--- src/rtl/uart_hs.sv ---
module uart_hs #(
  parameter int DW = 16
) (
  input  logic          clk,
  input  logic          rst_n,
  input  logic          wr_en,
  input  logic          rd_en,
  input  logic [1:0]    addr,
  input  logic [DW-1:0] wdata,
  output logic [DW-1:0] rdata,
  output logic          txd,
  input  logic          rxd,
  input  logic          cts_n,
  input  logic          enrx_n,
  output logic          rts_n,
  output logic          rtr_n,
  output logic          irq,
  output logic          drq_tx,
  output logic          drq_rx
);
  localparam int FW = 13;

  logic [13:0]   ctrl;
  logic [DW-1:0] div, dcnt;
  wire  [DW-1:0] dlim = (div < DW'(2)) ? DW'(2) : div;
  wire           tick = dcnt >= dlim - DW'(1);

  wire pen = ctrl[2], podd = ctrl[3], stop2 = ctrl[4];
  wire cts_en = ctrl[5], enrx_en = ctrl[6], rts_en = ctrl[7], rtr_en = ctrl[8];
  wire [3:0] nb    = (ctrl[1:0] == 2'd1) ? 4'd7 : (ctrl[1] ? 4'd9 : 4'd8);
  wire [8:0] dmask = (nb == 4'd7) ? 9'h07f : (nb == 4'd8) ? 9'h0ff : 9'h1ff;

  wire wr_data = wr_en && addr == 2'd0;
  wire rd_data = rd_en && addr == 2'd0;
  wire rd_stat = rd_en && addr == 2'd1;

  always_ff @(posedge clk) begin
    if (!rst_n) begin
      ctrl <= '0;
      div  <= DW'(2);
      dcnt <= '0;
    end else begin
      dcnt <= tick ? '0 : dcnt + DW'(1);
      if (wr_en && addr == 2'd2) ctrl <= wdata[13:0];
      if (wr_en && addr == 2'd3) div  <= wdata;
    end
  end

  // transmit: holding register feeding a frame shift register
  logic [8:0]    thold;
  logic          thold_full, tbusy;
  logic [FW-1:0] tsh, tframe;
  logic [3:0]    tph, tbit, tlen_r;
  wire  [8:0]    td   = thold & dmask;
  wire  [3:0]    tlen = 4'd2 + nb + {3'b0, pen} + {3'b0, stop2};
  wire           tx_go = !tbusy && thold_full && (!cts_en || !cts_n);

  always_comb begin
    tframe    = '1;
    tframe[0] = 1'b0;
    for (int i = 0; i < 9; i++)
      if (i < int'(nb)) tframe[i+1] = td[i];
    if (pen) tframe[nb + 4'd1] = podd ^ (^td);
  end

  always_ff @(posedge clk) begin
    if (!rst_n) begin
      thold <= '0; thold_full <= 1'b0; tbusy <= 1'b0;
      tsh <= '1; tph <= '0; tbit <= '0; tlen_r <= '0;
    end else begin
      if (tx_go) begin
        tbusy <= 1'b1; tsh <= tframe; tlen_r <= tlen;
        tph <= '0; tbit <= '0; thold_full <= 1'b0;
      end else if (tbusy && tick) begin
        if (tph == 4'd15) begin
          tph <= '0;
          tsh <= {1'b1, tsh[FW-1:1]};
          if (tbit == tlen_r - 4'd1) tbusy <= 1'b0;
          else tbit <= tbit + 4'd1;
        end else tph <= tph + 4'd1;
      end
      if (wr_data) begin
        thold <= wdata[8:0];
        thold_full <= 1'b1;
      end
    end
  end

  assign txd = tbusy ? tsh[0] : 1'b1;

  // receive: 16x oversampling, sample at mid-bit
  typedef enum logic [1:0] {R_IDLE, R_START, R_DATA} rst_e;
  rst_e        rstate;
  logic [1:0]  rsync;
  logic [3:0]  rph, rbit;
  logic [10:0] rsh, rword;
  logic [8:0]  rhold;
  logic        rx_full, pe, fe, ovr;
  wire         rs    = rsync[1];
  wire         rx_on = !enrx_en || !enrx_n;
  wire  [3:0]  rlast = nb + {3'b0, pen};
  wire         rdone = rstate == R_DATA && tick && rph == 4'd15 && rbit == rlast;

  always_comb begin
    rword = rsh;
    rword[rbit] = rs;
  end
  wire [8:0] rdat = rword[8:0] & dmask;
  wire       perr = pen && ((^rdat) ^ rword[nb] ^ podd);

  always_ff @(posedge clk) begin
    if (!rst_n) begin
      rsync <= 2'b11; rstate <= R_IDLE; rph <= '0; rbit <= '0;
      rsh <= '0; rhold <= '0; rx_full <= 1'b0;
      pe <= 1'b0; fe <= 1'b0; ovr <= 1'b0;
    end else begin
      rsync <= {rsync[0], rxd};
      if (rd_data) rx_full <= 1'b0;
      if (rd_stat) begin pe <= 1'b0; fe <= 1'b0; ovr <= 1'b0; end
      if (tick) begin
        case (rstate)
          R_IDLE: if (rx_on && !rs) begin rstate <= R_START; rph <= '0; end
          R_START:
            if (rph == 4'd7) begin
              rph <= '0; rbit <= '0;
              rstate <= rs ? R_IDLE : R_DATA;
            end else rph <= rph + 4'd1;
          R_DATA:
            if (rph == 4'd15) begin
              rph <= '0;
              rsh[rbit] <= rs;
              if (rbit == rlast) rstate <= R_IDLE;
              else rbit <= rbit + 4'd1;
            end else rph <= rph + 4'd1;
          default: rstate <= R_IDLE;
        endcase
      end
      if (rdone) begin
        if (rx_full) ovr <= 1'b1;
        else begin
          rhold <= rdat; rx_full <= 1'b1;
          if (perr) pe <= 1'b1;
          if (!rs) fe <= 1'b1;
        end
      end
    end
  end

  wire [5:0] status = {ovr, fe, pe, !thold_full && !tbusy, !thold_full, rx_full};

  always_comb begin
    case (addr)
      2'd0:    rdata = DW'(rhold);
      2'd1:    rdata = DW'(status);
      2'd2:    rdata = DW'(ctrl);
      default: rdata = div;
    endcase
  end

  assign rts_n  = !(rts_en && (thold_full || tbusy));
  assign rtr_n  = !(rtr_en && !rx_full);
  assign irq    = (ctrl[9] && rx_full) || (ctrl[10] && !thold_full) || (ctrl[11] && (pe || fe || ovr));
  assign drq_tx = ctrl[12] && !thold_full;
  assign drq_rx = ctrl[13] && rx_full;
endmodule


--- config.mk ---
export PLATFORM = sky130hd
export DESIGN_NAME = uart_hs
export DESIGN_NICKNAME = d
export VERILOG_FILES = /design/src/rtl/uart_hs.sv
export SDC_FILE = /design/constraint.sdc
export NUM_CORES = 1
export LEC_CHECK = 0
export BUFFER_PORTS_ARGS = -buffer_cell sky130_fd_sc_hd__buf_2
export CAP_MARGIN = 30
export CORE_MARGIN = 2
export CORE_UTILIZATION = 55
export DETAILED_ROUTE_END_ITERATION = 16
export HOLD_SLACK_MARGIN = 0.02
export PLACE_DENSITY = 0.87
export RECOVER_POWER = 50
export SYNTH_ARGS = -nofsm -noshare
export SYNTH_HDL_FRONTEND = slang
export SYNTH_SLANG_ARGS = --single-unit
--- constraint.sdc ---
create_clock -name clk -period 4.3 [get_ports clk]
set_input_delay 0.86 -clock clk [delete_from_list [all_inputs] [get_ports clk]]
set_output_delay 0.86 -clock clk [all_outputs]
set_load 0.1 [all_outputs]
## Word level (Yosys, flattened, before mapping)

Index checks and enable logic that the tools add are counted.

- Multiplexer cells: 63
- Bitwise operators: 8
- Eq/ne operators: 18
- Magnitude comparators: 16
- Reduce and logical (&&, ||, !) cells: 60
- Add/subtract/negate cells: 12

Operator list:

| operator | count |
|---|---|
| 13-bit two-way mux | 4 |
| 16-bit one-hot mux with 3 select lines | 1 |
| 1-bit two-way mux | 34 |
| 4-bit two-way mux | 8 |
| 1-bit logical AND | 23 |
| 4-bit by 1-bit adder with 4-bit output, second input constant | 5 |
| 9-bit AND | 2 |
| 9-bit two-way mux | 2 |
| 9-bit XOR reduction | 2 |
| 16-bit by 1-bit adder with 16-bit output, second input constant | 1 |
| 16-bit greater-or-equal comparator | 1 |
| 16-bit by 2-bit < comparator with 1-bit output, second input constant | 1 |
| 3-bit by 4-bit < comparator with 1-bit output, first input constant | 4 |
| 16-bit two-way mux | 1 |
| 16-bit by 1-bit subtractor with 16-bit output, second input constant | 1 |
| 4-bit by 5-bit < comparator with 1-bit output, second input constant | 3 |
| 13-bit bitwise mux | 1 |
| 4-bit by 1-bit adder with 4-bit output | 3 |
| 4-bit equality test, second input constant | 3 |
| 4-bit one-hot mux with 3 select lines | 1 |
| 3-bit AND reduction | 4 |
| 11-bit bitwise mux | 1 |
| 1-bit zero test | 10 |
| 2-bit two-way mux | 5 |
| 25 further kinds | 56 |

- Register bits: 118
- Logic and storage cells: 197
- Input port bits: 25
- Output and inout port bits: 22

## Logic depth before layout (Yosys ltp)

- Depth in word-level cells: 13
- Mapped depth: 20

## Worst setup path after synthesis

No wires, ideal clock.

- Kind: register -> register
- Start: reg div[5]
- End: reg tsh[10]
- Stages on the path, launching flop included: 21
- Path buffers: 2
- Clock period less this slack: 4.571 ns
- Arrival: 4.439 ns
- Library setup time: 0.133 ns
- Setup slack: -0.271 ns
- Data required time: 4.167 ns
- Cell sequence: dfxtp_1 -> or4_4 -> nor4b_4 -> nand2_1 -> o21ai_0 -> ha_1 -> nand2_1 -> or3_1 -> nor4_1 -> nor2b_1 -> xnor2_1 -> ha_1 -> a41oi_1 -> o21ai_0 -> a21oi_1 -> a21oi_4 -> buf_6 -> nand4_4 -> buf_6 -> mux2i_1 -> a21oi_1

- Cells in the longest elaborated chain, start to end: 7

Ends and longest elaborated chain:

| item | RTL line | RTL |
|---|---|---|
| start: declaration | 24 | `logic [DW-1:0] div, dcnt;` |
| start signal: assignment | 45 | `if (wr_en && addr == 2'd3) div <= wdata;` |
| 16-bit by 2-bit < comparator with 1-bit output | 25 | `wire [DW-1:0] dlim = (div < DW'(2)) ? DW'(2) : div;` |
| 16-bit two-way mux (*) | 25 |  |
| 16-bit by 1-bit subtractor with 16-bit output (*) | 26 | `wire tick = dcnt >= dlim - DW'(1);` |
| 16-bit greater-or-equal comparator (*) | 26 |  |
| 1-bit logical AND (*) | 74 | `end else if (tbusy && tick) begin` |
| 2-bit nonzero test (no line) (*) | n/a |  |
| 2-bit AND reduction (no line) (*) | n/a |  |
| end signal: assignment | 77 | `tsh <= {1'b1, tsh[FW-1:1]};` |
| end: declaration | 52 | `logic [FW-1:0] tsh, tframe;` |

Every way passes the cells marked *; elsewhere a longest branch is shown, timed or not.
A chain may end at the register's enable or synchronous reset.

## Worst setup path after layout

- Start: reg div[5]
- End: reg tbit[1]

- Cells in the longest elaborated chain, start to end: 6

Ends and longest elaborated chain:

| item | RTL line | RTL |
|---|---|---|
| 16-bit by 2-bit < comparator with 1-bit output | 25 |  |
| 16-bit two-way mux (*) | 25 |  |
| 16-bit by 1-bit subtractor with 16-bit output (*) | 26 |  |
| 16-bit greater-or-equal comparator (*) | 26 |  |
| 1-bit logical AND (*) | 74 |  |
| 3-bit AND reduction (no line) (*) | n/a |  |
| end signal: assignment | 79 | `else tbit <= tbit + 4'd1;` |
| end: declaration | 53 | `logic [3:0] tph, tbit, tlen_r;` |

Marks and branches as above.

==> load_flow_metrics.sql <==
INSERT INTO impl_metrics (metric_group, metric, value, unit) VALUES
('outcome', 'status', 'finished with violations', ''),
('outcome', 'violations', 'negative setup slack', ''),
('critical_path', 'critical_path.slowest_cell', 'sky130_fd_sc_hd__or4_4', ''),
('timing', 'timing.final.crit_share', '1.04', ''),
('yosys', 'synth-seq-area-share', '0.362', ''),
('pwr', 'part_of_the_power_in_registers', '0.377', ''),
('timing', 'grt_setup_unrepaired', 'true', ''),
('global_routing', 'global_route.overflow_total', '0', ''),
('critical_path', 'worst-path-buf-inv', '3', ''),
('finish', 'layout.cells.most_common_list', 'sky130_fd_sc_hd__nand2_1, sky130_fd_sc_hd__dfxtp_1, sky130_fd_sc_hd__nor2_1', ''),
('die', 'fp.dieArea', '12600', 'sq um'),
('critical_path', 'worstPathArrival', '4.80', 'ns'),
('timing', 'min_setup_slack_post_route', '-0.189', 'ns'),
('critical_path', 'critPathKind', 'flip-flop to flip-flop', ''),
('pwr', 'fraction_of_power_spent_switching_nets', '0.266', ''),
('finish', 'nNetsFinal', '876', ''),
('yosys', 'netlist_instances', '744', ''),
('clock_tree', 'clock_latency_on_the_worst_skew_pair', '0.43', 'ns'),
('clock_tree', 'cts.clk_slew.worst_paths', '0.06', 'ns'),
('critical_path', 'cell_by_cell_trace_of_the_critical_path', 'or4_4 -> nor4b_4 -> nand2_1 -> o21ai_2 -> ha_2 -> nand2_2 -> or3_4 -> nor4_4 -> nor2b_2 -> xnor2_1 -> ha_1 -> a211oi_2 -> o21ai_2 -> nor2_2 -> a21oi_4 -> buf_12 -> buf_4 -> nand4b_1 -> buf_4 -> mux2i_1 -> nor2_1', ''),
('critical_path', 'start_kind', 'flip-flop', ''),
('job', 'maxCapViolCount', '0', ''),
('die', 'height_of_the_die', '112', 'um'),
('clock_tree', 'numClockSinks', '117', ''),
('pwr', 'p_comb_frac', '0.140', ''),
('critical_path', 'endpoint_kind', 'flip-flop', ''),
('route', 'postRouteAntennaNets', '0', ''),
('pwr', 'power_frac_clock', '0.483', ''),
('clock_tree', 'number_of_buffers_added_by_the_clock_tree_synthesis_step', '17', ''),
('yosys', 'syn_nets', '801', ''),
('route', 'wire_per_inst', '18.3', 'um'),
('place', 'gpl.final_weighted_congestion', '0.862', ''),
('route', 'drt_pass1_iterations', '6', ''),
('timing', 'finalCriticalPeriod', '4.49', 'ns'),
('yosys', 'synth_enable_flop_cells', '0', ''),
('critical_path', 'cpLargestDelayFamily', 'simple AND/OR/NAND/NOR gates', ''),
('finish', 'post_route_cells_drive_above_1_share', '0.236', ''),
('clock_tree', 'cts-root-to-sink-buffers', '2', ''),
('route', 'routed_via_density', '6.10', ''),
('route', 'detail_route.drc_violations', '0', ''),
('route', 'num_vias', '5942', ''),
('min_path', 'hold_class', 'flip-flop to flip-flop', ''),
('pwr', 'p_int', '0.00225', 'W'),
('yosys', 'synth-async-reset-ratio', '0', ''),
('yosys', 'syn-cell-area', '6470', 'sq um'),
('timing', 'timing_hold_violations_final', '0', ''),
('finish', 'areaGrowthSynthToFinish', '22.0', '%'),
('die', 'core-area', '11500', 'sq um'),
('pwr', 'switching_power_summed_over_all_nets', '0.000817', 'W'),
('route', 'wl', '17800', 'um'),
('global_routing', 'antenna_found_initial', '0', ''),
('die', 'floorplan.io_pins', '47', ''),
('critical_path', 'worstRegToRegCells', '21', ''),
('place', 'buffer_ports.inserted', '46', ''),
('critical_path', 'worst_r2r_startpoint', 'div[5]$_SDFFE_PN0P_', ''),
('global_routing', 'grt_max_degree', '46', ''),
('finish', 'antenna_cells', '0', ''),
('clock_tree', 'cts_tree', 'built', ''),
('clock_tree', 'holdBufCountCts', '0', ''),
('min_path', 'hold_depth', '1', ''),
('critical_path', 'critical_path_depth', '21', ''),
('yosys', 'yosys_most_used_dff', 'sky130_fd_sc_hd__dfxtp_1', ''),
('timing', 'report.final.setup_viol', '65', ''),
('timing', 'setup_clock_skew_after_layout', '0.00889', 'ns'),
('min_path', 'min-delay-start', 'rsync[0]$_SDFF_PN1_', ''),
('pwr', 'power-per-cell-area', '388', 'nW/um^2'),
('critical_path', 'timing.critical_path.slowest_cell_delay', '0.56', 'ns'),
('yosys', 'synthDominantCellAreaShare', '0.362', ''),
('yosys', 'number_of_warnings_reported_in_the_yosys_synthesis_log', '0', ''),
('timing', 'fmax', '223', 'MHz'),
('timing', 'worst_pin_slew', '1.16', 'ns');
stage by stage:
| step | worst slack [ns] | instances | TNS, ns | util | cell area (sq um) |
|---|---|---|---|---|---|
| final | -0.189 | 974 | -6.29 | 0.688 | 7890 |
| after detailed placement | -0.207 | 926 | -6.49 | 0.608 | 6980 |
| after global routing | -0.415 | 974 | -20.55 | 0.688 | 7890 |
| after CTS | -0.124 | 963 | -1.70 | 0.671 | 7690 |
| after floorplan | 0.00257 | 744 | 0 | - | 6500 |
| after global placement | 0.00736 | 926 | 0 | 0.608 | 6980 |
flip-flops by register name, indices dropped and copies added (netlist names), 2 cells and up:
| signal | flops |
|---|---|
| ctrl | 14 |
| rph | 4 |
| rhold | 9 |
| tsh | 13 |
| rsh | 10 |
| div | 16 |
| rstate | 2 |
| thold | 9 |
| rbit | 4 |
| tph | 4 |
| tbit | 4 |
| dcnt | 16 |
| tlen_r | 4 |
| rsync | 2 |
cells by family (layout without fill, tap and decap cells):
| kind of cell | after synthesis | count (layout) | share of synthesized area |
|---|---|---|---|
| XOR/XNOR | 56 | 56 | 0.0812 |
| AND/OR/NAND/NOR | 307 | 307 | 0.231 |
| buffers and inverters | 53 | 140 | 0.0379 |
| flip-flops | 117 | 117 | 0.362 |
| AO/OA/AOI/OAI | 133 | 133 | 0.137 |
| adder cells (fa/ha/maj) | 32 | 32 | 0.0630 |
| multiplexers | 46 | 46 | 0.0872 |
power groups by stage:
stage	Sequential (W)	Clock (W)	Combinational [W]
after detailed placement	0.00117	0	0.000383
after floorplan	0.00116	0	0.000280
after global placement	0.00117	0	0.000372
after global routing	0.00116	0.00153	0.000457
final	0.00115	0.00148	0.000429
after CTS	0.00115	0.00148	0.000402
cells in the mapped netlist, types with 3 or more instances:
cell type                   count
sky130_fd_sc_hd__and2_1         3
sky130_fd_sc_hd__a22o_1         4
sky130_fd_sc_hd__o21ai_0       11
sky130_fd_sc_hd__nand4_1        4
sky130_fd_sc_hd__or2_1          3
sky130_fd_sc_hd__and3_1         8
sky130_fd_sc_hd__buf_6          5
sky130_fd_sc_hd__mux2_2         6
sky130_fd_sc_hd__ha_1          31
sky130_fd_sc_hd__nand2_1      128
sky130_fd_sc_hd__a21oi_1       62
sky130_fd_sc_hd__or3_1          4
sky130_fd_sc_hd__mux2i_1       30
sky130_fd_sc_hd__xnor2_1       32
sky130_fd_sc_hd__nand3b_1       5
sky130_fd_sc_hd__clkbuf_1      24
sky130_fd_sc_hd__xor2_1        21
sky130_fd_sc_hd__dfxtp_1      117
sky130_fd_sc_hd__nor3_1        11
sky130_fd_sc_hd__o211ai_1       4
sky130_fd_sc_hd__inv_1         17
sky130_fd_sc_hd__buf_2          4
sky130_fd_sc_hd__a2bb2oi_1      3
sky130_fd_sc_hd__nor2b_1       10
sky130_fd_sc_hd__nand3_1       19
sky130_fd_sc_hd__mux4_2         6
sky130_fd_sc_hd__nor2_1        79
sky130_fd_sc_hd__a211oi_1      20
sky130_fd_sc_hd__nand2b_1       7
sky130_fd_sc_hd__o21ai_1        3
cell type report:
| cell class | instances | area (sq um) | share of cell area |
|---|---|---|---|
| inverters | 17 | 63.8 | 0.00808 |
| repair buffers | 92 | 633 | 0.0802 |
| well taps | 143 | 179 | 0.0227 |
| flip-flops and latches | 117 | 2340 | 0.297 |
| multi-input cells | 574 | 4060 | 0.514 |
| clock inverters | 11 | 150 | 0.0190 |
| clock buffers | 20 | 467 | 0.0591 |
what timing repair did:
item / 4_1_cts / 5_1_grt
pin swaps: 11 / 19
setup buffers: 6 / 11
endpoints found under the setup margin: 68 / 71
gates resized for setup: 20 / 32
cloned: 1 / 1
final timing paths:
check	slack (ns)	endpoint
setup / recovery	-0.19	tbit[1]$_SDFFE_PP0P_
hold / removal	0.40	rsync[1]$_SDFF_PN1_
setup reg to reg	-0.19	tbit[1]$_SDFFE_PP0P_
hold reg to reg	0.40	rsync[1]$_SDFF_PN1_
routing by layer:
metal,track usage,vias up,part of all wire
met4,0.163,0,0.052
met2,0.451,321,0.48
met1,0.323,2799,0.39
met5,0,-,0
li1,-,2738,-
met3,0.0745,84,0.080
(Power assumes the default switching activity.)
